--- config.mk ---
export PLATFORM = sky130hd
export DESIGN_NAME = ofs_prog
export DESIGN_NICKNAME = d
export VERILOG_FILES = /design/src/rtl/ofs_prog_pkg.sv /design/src/rtl/ofs_rel_det.sv /design/src/rtl/ofs_code_dec.sv /design/src/rtl/ofs_field_ext.sv /design/src/rtl/ofs_load_fsm.sv /design/src/rtl/ofs_regs.sv /design/src/rtl/ofs_prog.sv
export SDC_FILE = /design/constraint.sdc
export NUM_CORES = 1
export LEC_CHECK = 0
export BUFFER_PORTS_ARGS = -buffer_cell sky130_fd_sc_hd__buf_2
export CORE_ASPECT_RATIO = 1.2
export CORE_MARGIN = 4
export CORE_UTILIZATION = 50
export CTS_CLUSTER_SIZE = 30
export DETAILED_ROUTE_END_ITERATION = 16
export PLACE_DENSITY = 0.95
export SYNTH_ARGS = -nofsm -noshare
export SYNTH_HDL_FRONTEND = slang
export SYNTH_SLANG_ARGS = --single-unit
--- constraint.sdc ---
create_clock -name clk -period 4.5 [get_ports clk]
set_input_delay 0.225 -clock clk [delete_from_list [all_inputs] [get_ports clk]]
set_output_delay 0.225 -clock clk [all_outputs]
set_load 0.02 [all_outputs]
--- src/rtl/ofs_prog_pkg.sv ---
package ofs_prog_pkg;

    typedef enum logic [2:0] {
        ST_HOLD,
        ST_LD_Y1,
        ST_LD_X1,
        ST_LD_Y2,
        ST_LD_X2,
        ST_READY,
        ST_SERIAL
    } ofs_state_e;

    // Flag-select codes, {FS2,FS1,FS0}
    localparam logic [2:0] CODE_P64    = 3'b111;
    localparam logic [2:0] CODE_P16    = 3'b110;
    localparam logic [2:0] CODE_P8     = 3'b101;
    localparam logic [2:0] CODE_P256   = 3'b011;
    localparam logic [2:0] CODE_P1024  = 3'b001;
    localparam logic [2:0] CODE_SERIAL = 3'b010;
    localparam logic [2:0] CODE_PAR    = 3'b100;
    localparam logic [2:0] CODE_PAR_IP = 3'b000;

    // Load strobe slots, in capture order
    localparam int SLOT_Y1 = 0;
    localparam int SLOT_X1 = 1;
    localparam int SLOT_Y2 = 2;
    localparam int SLOT_X2 = 3;
    localparam int N_SLOTS = 4;

    // Data bit that carries parity in the interspersed layout
    localparam int PAR_BIT = 8;

endpackage

--- src/rtl/ofs_rel_det.sv ---
module ofs_rel_det (
    input  logic clk,
    input  logic rst_n,
    output logic rel
);
    logic rst_q;

    always_ff @(posedge clk) begin
        rst_q <= rst_n;
    end

    assign rel = rst_n & ~rst_q;
endmodule

--- src/rtl/ofs_code_dec.sv ---
module ofs_code_dec
    import ofs_prog_pkg::*;
#(
    parameter int OFS_W = 11
) (
    input  logic [2:0]       code,
    output logic             is_preset,
    output logic             is_par,
    output logic             is_ip,
    output logic             is_serial,
    output logic [OFS_W-1:0] preset_val
);
    always_comb begin
        is_preset  = 1'b0;
        is_par     = 1'b0;
        is_ip      = 1'b0;
        is_serial  = 1'b0;
        preset_val = '0;
        unique case (code)
            CODE_P64: begin
                is_preset  = 1'b1;
                preset_val = OFS_W'(64);
            end
            CODE_P16: begin
                is_preset  = 1'b1;
                preset_val = OFS_W'(16);
            end
            CODE_P8: begin
                is_preset  = 1'b1;
                preset_val = OFS_W'(8);
            end
            CODE_P256: begin
                is_preset  = 1'b1;
                preset_val = OFS_W'(256);
            end
            CODE_P1024: begin
                is_preset  = 1'b1;
                preset_val = OFS_W'(1024);
            end
            CODE_SERIAL: begin
                is_serial = 1'b1;
            end
            CODE_PAR: begin
                is_par = 1'b1;
            end
            CODE_PAR_IP: begin
                is_par = 1'b1;
                is_ip  = 1'b1;
            end
            default: begin
                is_preset = 1'b0;
            end
        endcase
    end
endmodule

--- src/rtl/ofs_field_ext.sv ---
module ofs_field_ext
    import ofs_prog_pkg::*;
#(
    parameter int OFS_W = 11
) (
    input  logic [OFS_W:0]   data,
    input  logic             ip_mode,
    output logic [OFS_W-1:0] field
);
    localparam int HI_W = OFS_W - PAR_BIT;

    logic [OFS_W-1:0] plain_f;
    logic [OFS_W-1:0] ip_f;

    generate
        if (HI_W > 0) begin : g_ip_split
            assign ip_f = {data[OFS_W:PAR_BIT+1], data[PAR_BIT-1:0]};
        end else begin : g_ip_low
            assign ip_f = data[OFS_W-1:0];
        end
    endgenerate

    assign plain_f = data[OFS_W-1:0];
    assign field   = ip_mode ? ip_f : plain_f;
endmodule

--- src/rtl/ofs_load_fsm.sv ---
module ofs_load_fsm
    import ofs_prog_pkg::*;
(
    input  logic               clk,
    input  logic               rst1_n,
    input  logic               rst2_n,
    input  logic               rel1,
    input  logic               rel2,
    input  logic               code_preset,
    input  logic               code_par,
    input  logic               code_ip,
    input  logic               code_serial,
    input  logic               wr_en,
    output logic [N_SLOTS-1:0] ld_stb,
    output logic               ip_mode,
    output logic               done,
    output logic               pass
);
    ofs_state_e state_q, state_d;
    logic cfg1_q, cfg1_d;
    logic cfg2_q, cfg2_d;
    logic ip_q, ip_d;

    // Next-state process
    always_comb begin
        cfg1_d  = !rst1_n ? 1'b0 : (rel1 ? code_preset : cfg1_q);
        cfg2_d  = !rst2_n ? 1'b0 : (rel2 ? code_preset : cfg2_q);
        ip_d    = ip_q;
        state_d = state_q;
        unique case (state_q)
            ST_HOLD: begin
                if (rst1_n && rst2_n) begin
                    if (rel1 && rel2 && code_par) begin
                        state_d = ST_LD_Y1;
                        ip_d    = code_ip;
                    end else if ((rel1 || rel2) && code_serial) begin
                        state_d = ST_SERIAL;
                    end else if (cfg1_d && cfg2_d) begin
                        state_d = ST_READY;
                    end
                end
            end
            ST_LD_Y1:  if (wr_en) state_d = ST_LD_X1;
            ST_LD_X1:  if (wr_en) state_d = ST_LD_Y2;
            ST_LD_Y2:  if (wr_en) state_d = ST_LD_X2;
            ST_LD_X2:  if (wr_en) state_d = ST_READY;
            ST_READY:  state_d = ST_READY;
            ST_SERIAL: state_d = ST_SERIAL;
            default:   state_d = ST_HOLD;
        endcase
        if (!rst1_n || !rst2_n) begin
            state_d = ST_HOLD;
        end
    end

    // State register process
    always_ff @(posedge clk) begin
        state_q <= state_d;
        cfg1_q  <= cfg1_d;
        cfg2_q  <= cfg2_d;
        ip_q    <= ip_d;
    end

    // Output process
    always_comb begin
        ld_stb = '0;
        done   = 1'b0;
        pass   = 1'b0;
        unique case (state_q)
            ST_LD_Y1: ld_stb[SLOT_Y1] = wr_en;
            ST_LD_X1: ld_stb[SLOT_X1] = wr_en;
            ST_LD_Y2: ld_stb[SLOT_Y2] = wr_en;
            ST_LD_X2: ld_stb[SLOT_X2] = wr_en;
            ST_READY: begin
                done = 1'b1;
                pass = wr_en;
            end
            ST_HOLD, ST_SERIAL: begin
                done = 1'b0;
            end
            default: begin
                done = 1'b0;
            end
        endcase
    end

    assign ip_mode = ip_q;
endmodule

--- src/rtl/ofs_regs.sv ---
module ofs_regs
    import ofs_prog_pkg::*;
#(
    parameter int OFS_W = 11
) (
    input  logic               clk,
    input  logic               rst1_n,
    input  logic               rst2_n,
    input  logic               pre1,
    input  logic               pre2,
    input  logic [OFS_W-1:0]   preset_val,
    input  logic [N_SLOTS-1:0] ld_stb,
    input  logic [OFS_W-1:0]   field,
    output logic [OFS_W-1:0]   ae1,
    output logic [OFS_W-1:0]   af1,
    output logic [OFS_W-1:0]   ae2,
    output logic [OFS_W-1:0]   af2
);
    always_ff @(posedge clk) begin
        if (!rst1_n) begin
            ae1 <= '0;
            af1 <= '0;
        end else if (pre1) begin
            ae1 <= preset_val;
            af1 <= preset_val;
        end else begin
            if (ld_stb[SLOT_Y1]) af1 <= field;
            if (ld_stb[SLOT_X1]) ae1 <= field;
        end
    end

    always_ff @(posedge clk) begin
        if (!rst2_n) begin
            ae2 <= '0;
            af2 <= '0;
        end else if (pre2) begin
            ae2 <= preset_val;
            af2 <= preset_val;
        end else begin
            if (ld_stb[SLOT_Y2]) af2 <= field;
            if (ld_stb[SLOT_X2]) ae2 <= field;
        end
    end
endmodule

--- src/rtl/ofs_prog.sv ---
module ofs_prog
    import ofs_prog_pkg::*;
#(
    parameter int DEPTH  = 2048,
    parameter int DATA_W = 36,
    localparam int OFS_W = $clog2(DEPTH)
) (
    input  logic              clk,
    input  logic              mrst1_n,
    input  logic              mrst2_n,
    input  logic [2:0]        fsel,
    input  logic              wr_en,
    input  logic [DATA_W-1:0] wr_data,
    output logic              mem_wr_en,
    output logic [DATA_W-1:0] mem_wr_data,
    output logic              ofs_done,
    output logic [OFS_W-1:0]  ae1_ofs,
    output logic [OFS_W-1:0]  af1_ofs,
    output logic [OFS_W-1:0]  ae2_ofs,
    output logic [OFS_W-1:0]  af2_ofs
);
    logic [1:0]         rst_n_v;
    logic [1:0]         rel_v;
    logic               c_preset, c_par, c_ip, c_serial;
    logic [OFS_W-1:0]   preset_val;
    logic [OFS_W-1:0]   field;
    logic [N_SLOTS-1:0] ld_stb;
    logic               ip_mode;
    logic               pass;

    assign rst_n_v = {mrst2_n, mrst1_n};

    generate
        for (genvar g = 0; g < 2; g++) begin : g_rel
            ofs_rel_det u_rel (
                .clk  (clk),
                .rst_n(rst_n_v[g]),
                .rel  (rel_v[g])
            );
        end
    endgenerate

    ofs_code_dec #(.OFS_W(OFS_W)) u_dec (
        .code      (fsel),
        .is_preset (c_preset),
        .is_par    (c_par),
        .is_ip     (c_ip),
        .is_serial (c_serial),
        .preset_val(preset_val)
    );

    ofs_field_ext #(.OFS_W(OFS_W)) u_ext (
        .data   (wr_data[OFS_W:0]),
        .ip_mode(ip_mode),
        .field  (field)
    );

    ofs_load_fsm u_fsm (
        .clk        (clk),
        .rst1_n     (mrst1_n),
        .rst2_n     (mrst2_n),
        .rel1       (rel_v[0]),
        .rel2       (rel_v[1]),
        .code_preset(c_preset),
        .code_par   (c_par),
        .code_ip    (c_ip),
        .code_serial(c_serial),
        .wr_en      (wr_en),
        .ld_stb     (ld_stb),
        .ip_mode    (ip_mode),
        .done       (ofs_done),
        .pass       (pass)
    );

    ofs_regs #(.OFS_W(OFS_W)) u_regs (
        .clk       (clk),
        .rst1_n    (mrst1_n),
        .rst2_n    (mrst2_n),
        .pre1      (rel_v[0] & c_preset),
        .pre2      (rel_v[1] & c_preset),
        .preset_val(preset_val),
        .ld_stb    (ld_stb),
        .field     (field),
        .ae1       (ae1_ofs),
        .af1       (af1_ofs),
        .ae2       (ae2_ofs),
        .af2       (af2_ofs)
    );

    assign mem_wr_en   = pass;
    assign mem_wr_data = wr_data;
endmodule

Word-level counts from Yosys, hierarchy flattened

Index checks and enable logic that the tools add are counted.

Word-level logic and storage cells: 87
Bits in registers: 52
Output and inout bits: 82
Bits of input ports: 43

Multiplexer cells: 33
Bitwise logic cells: 6
Equal/unequal tests: 19
Reduce and logical (&&, ||, !) cells: 19

Operator list:

| kind               | count |
|---|---|
| $mux 11            | 9 |
| $pmux 11 s5        | 1 |
| $mux 3             | 8 |
| $eq 3x3->1 const B | 7 |
| $pmux 3 s7         | 1 |
| $mux 1             | 14 |
| $eq 3x2->1 const B | 4 |
| $ne 2x2->1 const B | 4 |
| $reduce_bool 2->1  | 4 |
| $eq 3x1->1 const B | 2 |
| $logic_not 3->1    | 2 |
| $reduce_and 6->1   | 1 |
| $logic_and 1x1->1  | 5 |
| $reduce_or 5->1    | 1 |
| $and 1x1->1        | 4 |
| $ne 4x1->1 const B | 1 |
| $reduce_and 3->1   | 1 |
| $logic_not 1->1    | 2 |
| $logic_or 1x1->1   | 2 |
| $ne 2x1->1 const B | 1 |
| $not 1->1          | 2 |
| $reduce_or 2->1    | 1 |

Longest topological paths before layout

Gate-level depths: netlist of run 1.

Depth after elaboration: 11
Gate-level depth with buffers: 7
Gate-level depth less buffers: 5

Hierarchy

A second synthesis of run 1 with hierarchy kept.

Cell total of the unflattened synthesis: 291
Area total of the unflattened synthesis: 2884.0 sq um

By module, submodules not included:

| module        | instances | area an instance (sq um) | seq. area each (sq um) | cells each |
|---|---|---|---|---|
| ofs_regs      | 1         | 1896.8                   | 880.8                  | 172 |
| ofs_load_fsm  | 1         | 424.2                    | 130.1                  | 50 |
| ofs_prog      | 1         | 282.8                    | 0.0                    | 38 |
| ofs_code_dec  | 1         | 118.9                    | 0.0                    | 16 |
| ofs_field_ext | 1         | 93.8                     | 0.0                    | 11 |
| ofs_rel_det   | 2         | 33.8                     | 20.0                   | 2 |

Worst setup path after synthesis of run 1

Ideal clock, no wire load.

Kind: reg-to-reg
From: register g_rel[0].u_rel.rst_q
To: register u_fsm.ip_q, in the netlist u_fsm.ip_mode (enable)
Data arrival time: 1.204 ns
Data required time: 4.170 ns
Path buffers: 0
Path slack: 2.966 ns
Setup time: 0.330 ns
Stages on the path, launching flop included: 4
Clock period less this slack: 1.534 ns
Path through: dfxtp_1 nand2b_1 or3_4 nor4b_1

Longest elaborated chain between the ends: 5

Ends and longest elaborated chain:

| element                        | line               | RTL |
|---|---|---|
| start, declared                | ofs_rel_det.sv:6   | `logic rst_q;` |
| start signal, assigned         | ofs_rel_det.sv:9   | `rst_q <= rst_n;` |
| $not 1->1                      | ofs_rel_det.sv:12  | `assign rel = rst_n & ~rst_q;` |
| $and 1x1->1                    | ofs_rel_det.sv:12  |  |
| $logic_and 1x1->1 (2 in a row) | ofs_load_fsm.sv:33 | `if (rel1 && rel2 && code_par) begin` |
| $reduce_and 3->1 (no line)     | -                  |  |
| end signal, assigned           | ofs_load_fsm.sv:61 | `ip_q <= ip_d;` |
| end, declared                  | ofs_load_fsm.sv:22 | `logic ip_q, ip_d;` |

Every way passes these cells.
A chain may end at the register's enable or synchronous reset.

Worst setup path in the final report of run 1

From: register u_fsm.state_q[1]
To: register u_regs.ae1[8]

Longest elaborated chain between the ends: 3

Ends and longest elaborated chain:

| element                     | line               | RTL |
|---|---|---|
| start, declared             | ofs_load_fsm.sv:19 | `ofs_state_e state_q, state_d;` |
| start signal, assigned      | ofs_load_fsm.sv:58 | `state_q <= state_d;` |
| $eq 3x2->1                  | ofs_load_fsm.sv:69 | `unique case (state_q)` |
| $mux 1                      | ofs_load_fsm.sv:69 |  |
| $reduce_bool 2->1 (no line) | -                  |  |
| end signal, assigned        | ofs_regs.sv:24     | `ae1 <= preset_val;` |
| end signal, assigned        | ofs_regs.sv:28     | `if (ld_stb[SLOT_X1]) ae1 <= field;` |
| end, declared               | ofs_regs.sv:14     | `output logic [OFS_W-1:0] ae1,` |

Every way passes these cells.

==> qor.txt, run 1 <==
Clock-pin transition on the worst setup and hold timing paths - 100 ps
# Post-CTS Setup Buffers - 0
# DRC - 0
Worst Path Arrival - 2350 ps
Max-cap check violation count - 0
DIE AREA - 6450 sq um
First-pass GRT wire length - 9350 um
Cell family with most CP delay - simple AND/OR/NAND/NOR gates
Setup Viol. Count Final - 0
Crit path to - u_regs.ae1[8]$_SDFFE_PN0P_
Hold Crit Class - in -> reg
Reg2Reg Launch Point - u_fsm.state_q[1]$_SDFFE_PN0P_
Simple-gate share of the synthesized area - 0.206
First-pass iteration count of the detailed router - 4
Initial Util - 0.521
Final Skew - 11.2 ps
Power, Total - 0.946 mW
Max stage delay on crit path - 950 ps
Peak supply drop - 0.230 mV
Top FF cell, synth - dfxtp_1
Vias per cell - 5.38
Final nets - 373
Static Leak - 1.26 nW
Library cells used by synthesis - 44
Synth Area in Compound Gates - 0.167
Syn avg cell area - 8.79 sq um
Vias - 2105
Synth Register Bits - 52
XOR/XNOR Fraction of Synth Area - 0
Max FO, Critical Path - 10
CP Class - reg -> reg
Fraction of registers with async set/reset - 0
Number of global-route vias before repair - 1991
Initial antenna violation count - 0
Worst Path Buf+Inv - 0
Post-synth EDFFs - 1
Worst EP required - 4720 ps
Post-cts sizing count - 0
DRT antenna net count - 0
Clock Latency Late Sink - 310 ps
Final core utilization - 0.571
Routed len/inst - 14.9 um
CTS tree - built
Detailed Place HPWL - 4390 um
Largest net degree at the start of global routing - 19
CP startpoint - u_fsm.state_q[1]$_SDFFE_PN0P_
Share of layout cells above drive strength 1 - 0.305
Crit path time final - 2130 ps
Hold Vio Cnt, Final - 0
Final setup TNS - 0 ps
Fin. max-slew vios - 0
Unrepaired setup endpoints after global routing - no
Reg-to-Reg End - u_regs.ae1[8]$_SDFFE_PN0P_
Fin crit share - 0.474
Clock sink total - 52
Antenna cell count - 0
# rows - 28
Syn-to-layout area delta - 9.63%
Cell Area, Synth - 2610 sq um
Die Span X - 74.0 um
FF-to-FF setup slack - 2370 ps
Sequential area share after synthesis - 0.402
Slew Limit Headroom - 0.251
Core ar. - 5010 sq um
Synthesized Nets - 340
Grt total ovfl - 0
Synth Area in Adders - 0
DRT iter0 DRCs - 107
R2r worst-path depth - 5
Routability cong. - 0.859
Fmax - 469 MHz
CP Depth - 5
Clk buf depth - 2
Crit end category - flip-flop
DRT Wirelength - 5820 um
Hold_buf cts - 0
Inserted Clock Buffers - 5
Mapped Cells - 297
Slowest stage cell, crit path - nor4bb_2
Die Y - 87.2 um
Htree depth - 2
Status - completed
Total of warnings raised by yosys - 0
Port buffer count - 76
Hold Slack - 158 ps
Total global-route track usage - 0.185
Crit path cell chain - nor4bb_2, a21oi_2, nand2_1, o21ai_0, and2_1
P per Cell Area - 330 nW/um^2
Largest family of logic cells by synthesized area - simple AND/OR/NAND/NOR gates
Ports - 125
Worst Max-Slew Pin Slew - 1110 ps
CTS root buffer - clkbuf_8
CP startpoint kind - flip-flop
Post-synthesis mux area share - 0.0771
-- cells by family (layout without fill, tap and decap cells) --
| logic type | after synthesis | in the layout |
|---|---|---|
| simple gates | 103 | 103 |
| compound gates | 64 | 64 |
| buf+inv | 58 | 92 |
| flops | 52 | 52 |
| mux | 20 | 20 |
-- worst register-to-register path, delay by kind of cell, from the launching register on --
family          cells  cell delay [ps]
compound gates      2              270
flops               1              530
simple gates        3             1230
-- worst min path at each step --
stage,startpoint,endpoint,cells after the start
2_1_floorplan,mrst1_n,g_rel[0].u_rel.rst_q$_DFF_P_,0
3_3_place_gp,u_regs.af2[5]$_SDFFE_PN0P_,u_regs.af2[5]$_SDFFE_PN0P_,2
3_5_place_dp,u_regs.af2[0]$_SDFFE_PN0P_,u_regs.af2[0]$_SDFFE_PN0P_,2
4_1_cts,mrst1_n,g_rel[0].u_rel.rst_q$_DFF_P_,1
5_1_grt,mrst1_n,g_rel[0].u_rel.rst_q$_DFF_P_,1
6_report,mrst1_n,g_rel[0].u_rel.rst_q$_DFF_P_,1
-- Yosys cell counts (2+ instances only) --
master / number / area share
a31oi_1: 2 / 0.0048
a21oi_4: 2 / 0.012
nand4b_1: 2 / 0.0067
a32oi_1: 2 / 0.0067
o21ai_1: 4 / 0.0077
o21ai_0: 17 / 0.033
buf_4: 38 / 0.11
nor2b_1: 2 / 0.0048
mux2i_1: 19 / 0.073
buf_6: 2 / 0.0086
a21oi_1: 12 / 0.023
a211oi_1: 4 / 0.012
nand2b_1: 4 / 0.0096
nor3_1: 2 / 0.0038
o22ai_1: 6 / 0.014
buf_2: 9 / 0.017
clkbuf_1: 5 / 0.0072
and2_1: 21 / 0.050
nor4bb_1: 3 / 0.012
or2_1: 2 / 0.0048
inv_1: 4 / 0.0057
o211ai_1: 3 / 0.0086
nor2_1: 24 / 0.035
nand2_1: 35 / 0.050
o211a_1: 2 / 0.0077
a21oi_2: 3 / 0.010
dfxtp_1: 51 / 0.39
-- final cells by class --
cell class                 count  area (sq um)
fill                         447          2150
clock inverter                 3          50.0
inverter                       4          15.0
multi-input combinational    187          1190
timing repair buffer          80           410
tap                           60          75.1
clock buffer                   5          68.8
sequential                    52          1050
-- layer usage --
metal / vias to the layer above / GRT usage / wire length [um]
li1: 1040 / - / -
met1: 968 / 0.229 / 2400
met2: 81 / 0.302 / 2790
met3: 16 / 0.0600 / 521
met4: 0 / 0.0593 / 107
met5: - / 0 / 0
-- sequential cells by signal (all words and copies together) (netlist names) --
register / cells
u_fsm.cfg1_q: 1
u_regs.af1: 11
u_regs.af2: 11
g_rel.u_rel.rst_q: 2
u_regs.ae1: 11
u_fsm.state_q: 3
u_fsm.ip_mode: 1
u_regs.ae2: 11
u_fsm.cfg2_q: 1
-- report_power, final --
part | internal [mW] | switching (mW) | leakage [nW]
Clock | 0.172 | 0.163 | 0.0607
Combinational | 0.0471 | 0.0805 | 0.779
Sequential | 0.474 | 0.00909 | 0.424
Total | 0.693 | 0.252 | 1.26
-- layout by cell type (no fill, tap or decap), types with 2 or more instances in the layout --
cell type,netlist,routed
buf_2,9,76
dfxtp_1,51,51
nand2_1,35,35
nor2_1,24,24
and2_1,21,21
mux2i_1,19,19
o21ai_0,17,17
a21oi_1,12,12
o22ai_1,6,6
clkbuf_8,0,5
nand2b_1,4,4
inv_1,4,4
o21ai_1,4,4
a211oi_1,4,4
buf_4,38,4
o211ai_1,3,3
a21oi_2,3,3
nor4bb_2,0,3
nor3_1,2,2
or2_1,2,2
nor2b_1,2,2
nand4b_1,2,2
o211a_1,2,2
a21oi_4,2,2
a31oi_1,2,2
a32oi_1,2,2
-- metrics by stage --
stage                     setup WS (ps)  instances  area [sq um]
after floorplan                    2970        297          2610
after global routing               2090        391          2860
after detailed placement           2380        383          2740
final                              2370        391          2860
after global placement             2450        383          2740
after CTS                          2350        391          2860
(Power assumes the default switching activity.)
==> run 2: changes to the inputs <==
ABC_AREA = 1   (was not set)
CORE_UTILIZATION = 41   (was 50)
PLACE_DENSITY = 0.87   (was 0.95)
clock period = 1.9 ns   (was 4.5 ns; I/O delays follow)
==> run 2 against run 1 <==
Effect of this change: combinational power increased to 2.9 times the previous value; synthesized cell count grew 15%; global-route usage shrank 2.5 points; maximum frequency increased by 37%; critical path type unchanged; sequential power is 140% higher; highest routed layer unchanged; routed wire length rose by 2.9%; largest cell class is now flip-flops and latches; clock skew down 1.6 ps.
==> qor.txt, run 2 <==
Power, Total - 2.43 mW (+160%)
FF-to-FF setup slack - 350 ps (-2020 ps)
Synth Register Bits - 52 (unchanged)
Vias per cell - 4.85 (-9.9%)
Synth top cells by count - 82 x nand2_1, 51 x a21oi_1, 51 x dfxtp_1, 36 x buf_4
Cell taking the most area after synthesis - dfxtp_1
# rows - 31 (+11%)
Fraction of registers with async set/reset - 0 (unchanged)
First-pass iteration count of the detailed router - 4 (unchanged)
Htree depth - 2 (unchanged)
Clock sink total - 52 (unchanged)
Top-count cell post-synth - nand2_1
Slew Limit Headroom - 0.670 (+0.419)
DIE AREA - 7500 sq um (+16%)
Ports - 125 (unchanged)
Initial Util - 0.421 (-0.100)
Initial antenna violation count - 0 (unchanged)
Setup Slack @ Placement - 331 ps (-2040 ps)
Unrepaired setup endpoints after global routing - no
Grt total ovfl - 0 (unchanged)
Synthesized Nets - 385 (+13%)
Most frequent cells in the layout - 82 x nand2_1, 76 x buf_2, 51 x a21oi_1, 51 x dfxtp_1
# DRC - 0 (unchanged)
Crit end category - flip-flop
Mapped Cells - 342 (+15%)
CTS root buffer - clkbuf_8
Final setup TNS - 0 ps (unchanged)
Largest cells by area after synthesis - dfxtp_1 40%, nand2_1 12%, buf_4 11%
Library cells used by synthesis - 24 (-45%)
Top FF cell, synth - dfxtp_1
Vias - 2241 (+6.5%)
Routed len/inst - 13.0 um (-13%)
Routability cong. - 0.949 (+10%)
Setup Viol. Count Final - 0 (unchanged)
Core ar. - 6010 sq um (+20%)
Detailed Place HPWL - 4600 um (+4.8%)
Final core utilization - 0.465 (-0.106)
Total global-route track usage - 0.160 (-0.0253)
Commonest non-fill, non-tap cell in the layout - nand2_1
DRT antenna net count - 0 (unchanged)
Status - completed
Hold Vio Cnt, Final - 0 (unchanged)
CTS tree - built
Port buffer count - 76 (unchanged)
Post-cts sizing count - 0 (unchanged)
DRT Wirelength - 5990 um (+2.9%)
Die Y - 94.1 um (+7.9%)
Hold Crit Class - in -> reg
Crit path time final - 1550 ps (-578 ps)
Worst Max-Slew Pin Slew - 494 ps (-613 ps)
Antenna cell count - 0 (unchanged)
Die Span X - 79.7 um (+7.8%)
CP startpoint kind - flip-flop
Max-cap check violation count - 0 (unchanged)
Final Skew - 9.64 ps (-1.61 ps)
Clk buf depth - 2 (unchanged)
Fmax - 644 MHz (+37%)
Number of global-route vias before repair - 2099 (+5.4%)
Top-area cell type share of the netlist area - 0.403 (+0.0124)
Max FO, Critical Path - 11 (+1)
Clock-pin transition on the worst setup and hold timing paths - 90 ps (about the same)
Fin crit share - 0.817 (+0.344)
Static Leak - 1.35 nW (+7.2%)
CP Class - reg -> reg
Fin. max-slew vios - 0 (unchanged)
Final setup margin - 347 ps (-2020 ps)
Worst EP required - 2100 ps (-2620 ps)
Final nets - 422 (+13%)
Clock Latency Late Sink - 300 ps (about the same)
DRT iter0 DRCs - 125 (+17%)
Cell Area, Synth - 2530 sq um (-3.1%)
Syn-to-layout area delta - 10.5%
# Post-CTS Setup Buffers - 0 (unchanged)
Hold_buf cts - 0 (unchanged)
Syn avg cell area - 7.40 sq um (-16%)
Inserted Clock Buffers - 5 (unchanged)
Filler cell count - 615 (+38%)
P per Cell Area - 869 nW/um^2 (+160%)
Share of layout cells above drive strength 1 - 0.268 (-0.0367)
First-pass GRT wire length - 9500 um (+1.6%)
Post-synth EDFFs - 1 (unchanged)
Worst Path Arrival - 1750 ps (-600 ps)
Peak supply drop - 0.373 mV (+62%)
Largest net degree at the start of global routing - 18 (-1)
Sequential area share after synthesis - 0.415 (+0.0127)
Total of warnings raised by yosys - 0 (unchanged)
==> run 2: cell count changes in the layout (fill, tap and decap cells not counted), moves of 6 or more <==
| cell | change |
|---|---|
| nand3_1 | +7 |
| nand2_1 | +47 |
| mux2i_1 | -17 |
| inv_1 | +20 |
| o21ai_0 | +9 |
| a21oi_1 | +39 |
| and2_1 | -21 |
| o22ai_1 | -6 |
==> run 2: routing by layer <==
layer  part of all wire  global-route usage  up-vias
li1                   -                   -     1135
met1               0.41               0.185     1001
met2               0.50               0.282       86
met3              0.073              0.0374       19
met4              0.021              0.0616        0
met5                  0                   0        -
==> run 2: path summary, 6_finish.rpt <==
kind | start | endpoint | depth (start not counted)
worst min-delay path | mrst1_n | g_rel[0].u_rel.rst_q$_DFF_P_ | 1
worst max register to register | g_rel[1].u_rel.rst_q$_DFF_P_ | u_fsm.state_q[1]$_SDFFE_PN0P_ | 9
worst min register to register | u_regs.af1[1]$_SDFFE_PN0P_ | u_regs.af1[1]$_SDFFE_PN0P_ | 2
worst max-delay path | g_rel[1].u_rel.rst_q$_DFF_P_ | u_fsm.state_q[1]$_SDFFE_PN0P_ | 9
==> run 2: metrics by stage <==
stage          std cells  instance area, sq um  hold WS, ps
6_report             462                  2800         49.6
3_5_place_dp         454                  2660          190
3_3_place_gp         454                  2660          190
5_1_grt              462                  2800         45.7
4_1_cts              462                  2800         41.1
2_1_floorplan        342                  2530          123
==> run 2: worst max-delay path, stage by stage (launching register included) <==
cell and delay, ps:
dfxtp_1 360, nor2_2 60, nand2_1 380, nand2_1 180, nand2_1 110, nand2_1 100
nand2_1 100, nand2_1 70, nand2_1 60, nor2_1 30
==> run 2: kinds of logic (layout without fill, tap and decap cells) <==
logic type / count (synthesis) / count (layout) / synth area share
flops: 52 / 52 / 0.415
compound gates: 81 / 81 / 0.166
mux: 3 / 3 / 0.0124
buf+inv: 75 / 113 / 0.183
simple gates: 131 / 131 / 0.223
==> run 2: final cells by class <==
cell class	instances	area, sq um	share of cell area
clock inverters	2	60.1	0.0215
clock buffers	6	72.6	0.0260
multi-input cells	215	1020	0.364
flip-flops and latches	52	1050	0.376
repair buffers	77	388	0.139
inverters	28	105	0.0376
well taps	82	103	0.0367
==> run 2: power breakdown <==
part / internal, mW / total [mW] / switching [mW] / leakage, nW
sequential: 1.15 / 1.18 / 0.0289 / 0.426
combinational: 0.116 / 0.371 / 0.255 / 0.863
clock: 0.526 / 0.883 / 0.356 / 0.0654
==> run 3: changes to the inputs <==
clock period = 1.3 ns   (was 1.9 ns; I/O delays follow)
==> run 3 against run 2 <==
Effect of this change: the flow now finishes with violations (setup timing); clock power rose by 8.8%; sequential share of layout area down 1.8 points; worst setup slack lost 370 ps; hold slack improved by 60 ps; critical endpoint unchanged; largest cell class is now multi-input combinational cells.
==> qor.txt, run 3 (same netlist as run 2, synthesis figures left out) <==
Sw power - 0.967 mW (+51%)
CTS root buffer - clkbuf_8
Final setup margin - -19.9 ps (-367 ps)
Port buffer count - 76 (unchanged)
R2r worst-path depth - 10 (+1)
CP startpoint kind - flip-flop
Most frequent cells in the layout - 75 x buf_2, 73 x nand2_1, 50 x a21oi_1
Clock share of power - 0.294 (-0.069)
Worst Max-Slew Pin Slew - 242 ps (-252 ps)
Reg2Reg Launch Point - u_fsm.state_q[0]$_SDFFE_PN0P_
Clock-pin transition on the worst setup and hold timing paths - 90 ps (about the same)
Static Leak - 1.43 nW (+5.5%)
Combinational share of power - 0.182 (+0.029)
Status - finished, violations left
Failing checks - setup timing
Reg-to-Reg End - u_fsm.state_q[1]$_SDFFE_PN0P_
Hold Vio Cnt, Final - 0 (unchanged)
Slew Limit Headroom - 0.834 (+0.164)
# DRC - 0 (unchanged)
Final core utilization - 0.496 (+0.0312)
Finished Cell Area - 2980 sq um (+6.7%)
Final nets - 435 (+3.1%)
Routability cong. - 0.944 (-0.50%)
Total global-route track usage - 0.161 (+0.00154)
Setup Viol. Count Final - 1 (+1)
DRT iter0 DRCs - 121 (-3.2%)
Placed insts - 462 (+1.8%)
Detailed Place HPWL - 4620 um (+0.43%)
P_int - 2.30 mW (+29%)
Slowest stage cell, crit path - dfxtp_2
Routed len/inst - 13.2 um (+1.5%)
Max stage delay on crit path - 370 ps (about the same)
Htree depth - 2 (unchanged)
Hold Crit Class - in -> reg
Share of layout cells above drive strength 1 - 0.351 (+0.0827)
Unrepaired setup endpoints after global routing - yes
Inserted Clock Buffers - 5 (unchanged)
Hold path cells - 2 (+1)
Peak supply drop - 0.538 mV (+44%)
# rows - 31 (unchanged)
Max-cap check violation count - 0 (unchanged)
Worst EP required - 1500 ps (-600 ps)
Die Span X - 79.7 um (unchanged)
Non-Filler Instances - 475 (+2.8%)
Grt total ovfl - 0 (unchanged)
Die Y - 94.1 um (unchanged)
Final Skew - 8.51 ps (-1.13 ps)
Vias per cell - 4.91 (+1.3%)
Initial Util - 0.421 (unchanged)
CP Class - reg -> reg
P per Cell Area - 1100 nW/um^2 (+26%)
Hold Path Origin - mrst1_n
Crit path cell chain - inv_2, nand2_4, nor2_4, nand2_2, nor2_2, nand2_2, nand2_2, nand2_1, nand2_1, nor2_1
Hold Crit Endpoint - g_rel[0].u_rel.rst_q$_DFF_P_
CP dominant cell by count - nand2_2
Fmax - 758 MHz (+18%)
Worst Path Arrival - 1520 ps (-230 ps)
FF-to-FF setup slack - -20 ps (-370 ps)
DRT Wirelength - 6250 um (+4.3%)
Crit path time final - 1320 ps (-233 ps)
Reg power frac - 0.524 (+0.040)
Syn-to-layout area delta - 17.9%
Clk buf depth - 2 (unchanged)
Initial antenna violation count - 0 (unchanged)
Largest net degree at the start of global routing - 18 (unchanged)
Number of global-route vias before repair - 2231 (+6.3%)
First-pass iteration count of the detailed router - 4 (unchanged)
Ports - 125 (unchanged)
Clock Latency Late Sink - 300 ps (about the same)
First-pass GRT wire length - 9590 um (+0.95%)
Area after DPL - 2720 sq um (+2.3%)
Crit end category - flip-flop
Clock sink total - 52 (unchanged)
DIE AREA - 7500 sq um (unchanged)
CTS tree - built
Fin. max-slew vios - 0 (unchanged)
DRT antenna net count - 0 (unchanged)
Antenna cell count - 0 (unchanged)
Vias - 2333 (+4.1%)
Fin crit share - 1.02 (+0.198)
Sw Share - 0.296 (+0.0323)
Commonest non-fill, non-tap cell in the layout - buf_2
Core ar. - 6010 sq um (unchanged)
Max FO, Critical Path - 5 (-6)
-- run 3: changes by cell type in the layout (fill, tap and decap cells not counted), sizes merged --
cell and delta:
clkinvlp +2, dlygate4sd3 +1, bufinv -2, nand2 +2, buf +10
-- run 3: timing repair --
action                     in CTS  in global routing
gates resized for setup         7                 37
setup buffers                   2                  0
gates cloned                    0                  2
pin swaps                       1                  9
hold buffers                    1                  0
setup endpoints to repair      13                 32
hold endpoints to repair        1                  0
-- run 3: worst max path at each step --
stage | from | end | cells past startpoint
after floorplan | u_fsm.state_q[0]$_SDFFE_PN0P_ | u_fsm.state_q[1]$_SDFFE_PN0P_ | 10
final | u_fsm.state_q[0]$_SDFFE_PN0P_ | u_fsm.state_q[1]$_SDFFE_PN0P_ | 10
after CTS | u_fsm.state_q[2]$_SDFFE_PN0P_ | mem_wr_en | 4
after global placement | g_rel[0].u_rel.rst_q$_DFF_P_ | u_fsm.state_q[1]$_SDFFE_PN0P_ | 8
after detailed placement | u_fsm.state_q[0]$_SDFFE_PN0P_ | u_fsm.state_q[1]$_SDFFE_PN0P_ | 10
after global routing | u_fsm.state_q[0]$_SDFFE_PN0P_ | u_fsm.state_q[1]$_SDFFE_PN0P_ | 10
-- run 3: per-stage QoR --
| step | hold slack [ps] | total power [mW] | setup TNS, ps | worst slack [ps] |
|---|---|---|---|---|
| final | 109 | 3.27 | -19.9 | -19.9 |
| after global placement | 130 | 2.30 | -1.89 | -1.65 |
| after CTS | 89.6 | 3.28 | 0 | 4.10 |
| after global routing | 101 | 3.44 | -178 | -71.5 |
| after detailed placement | 130 | 2.31 | -139 | -27.8 |
| after floorplan | 92.7 | 2.26 | 0 | 123 |
-- run 3: worst max-delay path, delay by kind of cell, from the launching register on --
family                 cells  cell delay (ps)
and+or+nand+nor            9              740
DFF                        1              370
buffers and inverters      1              110
-- run 3: metal layers --
layer / part of all wire / wire length (um) / GRT usage / up-vias
met1: 0.39 / 2440 / 0.175 / 1045
li1: - / - / - / 1162
met4: 0.036 / 226 / 0.0817 / 0
met3: 0.070 / 439 / 0.0480 / 29
met5: 0 / 0 / 0 / -
met2: 0.50 / 3140 / 0.281 / 97
-- run 3: power by group through the flow --
stage	sequential (mW)	combinational [mW]	clock, mW
2_1_floorplan	1.84	0.418	0
3_3_place_gp	1.75	0.548	0
3_5_place_dp	1.76	0.557	0
4_1_cts	1.72	0.567	0.997
5_1_grt	1.72	0.656	1.06
6_report	1.71	0.595	0.961
-- run 3: cell type report --
class	instances	area, sq um
multi-input combinational	217	1120
sequential	52	1070
clock buffer	6	82.6
fill	598	3030
timing repair buffer	88	487
clock inverter	2	15.0
inverter	28	110
tap	82	103
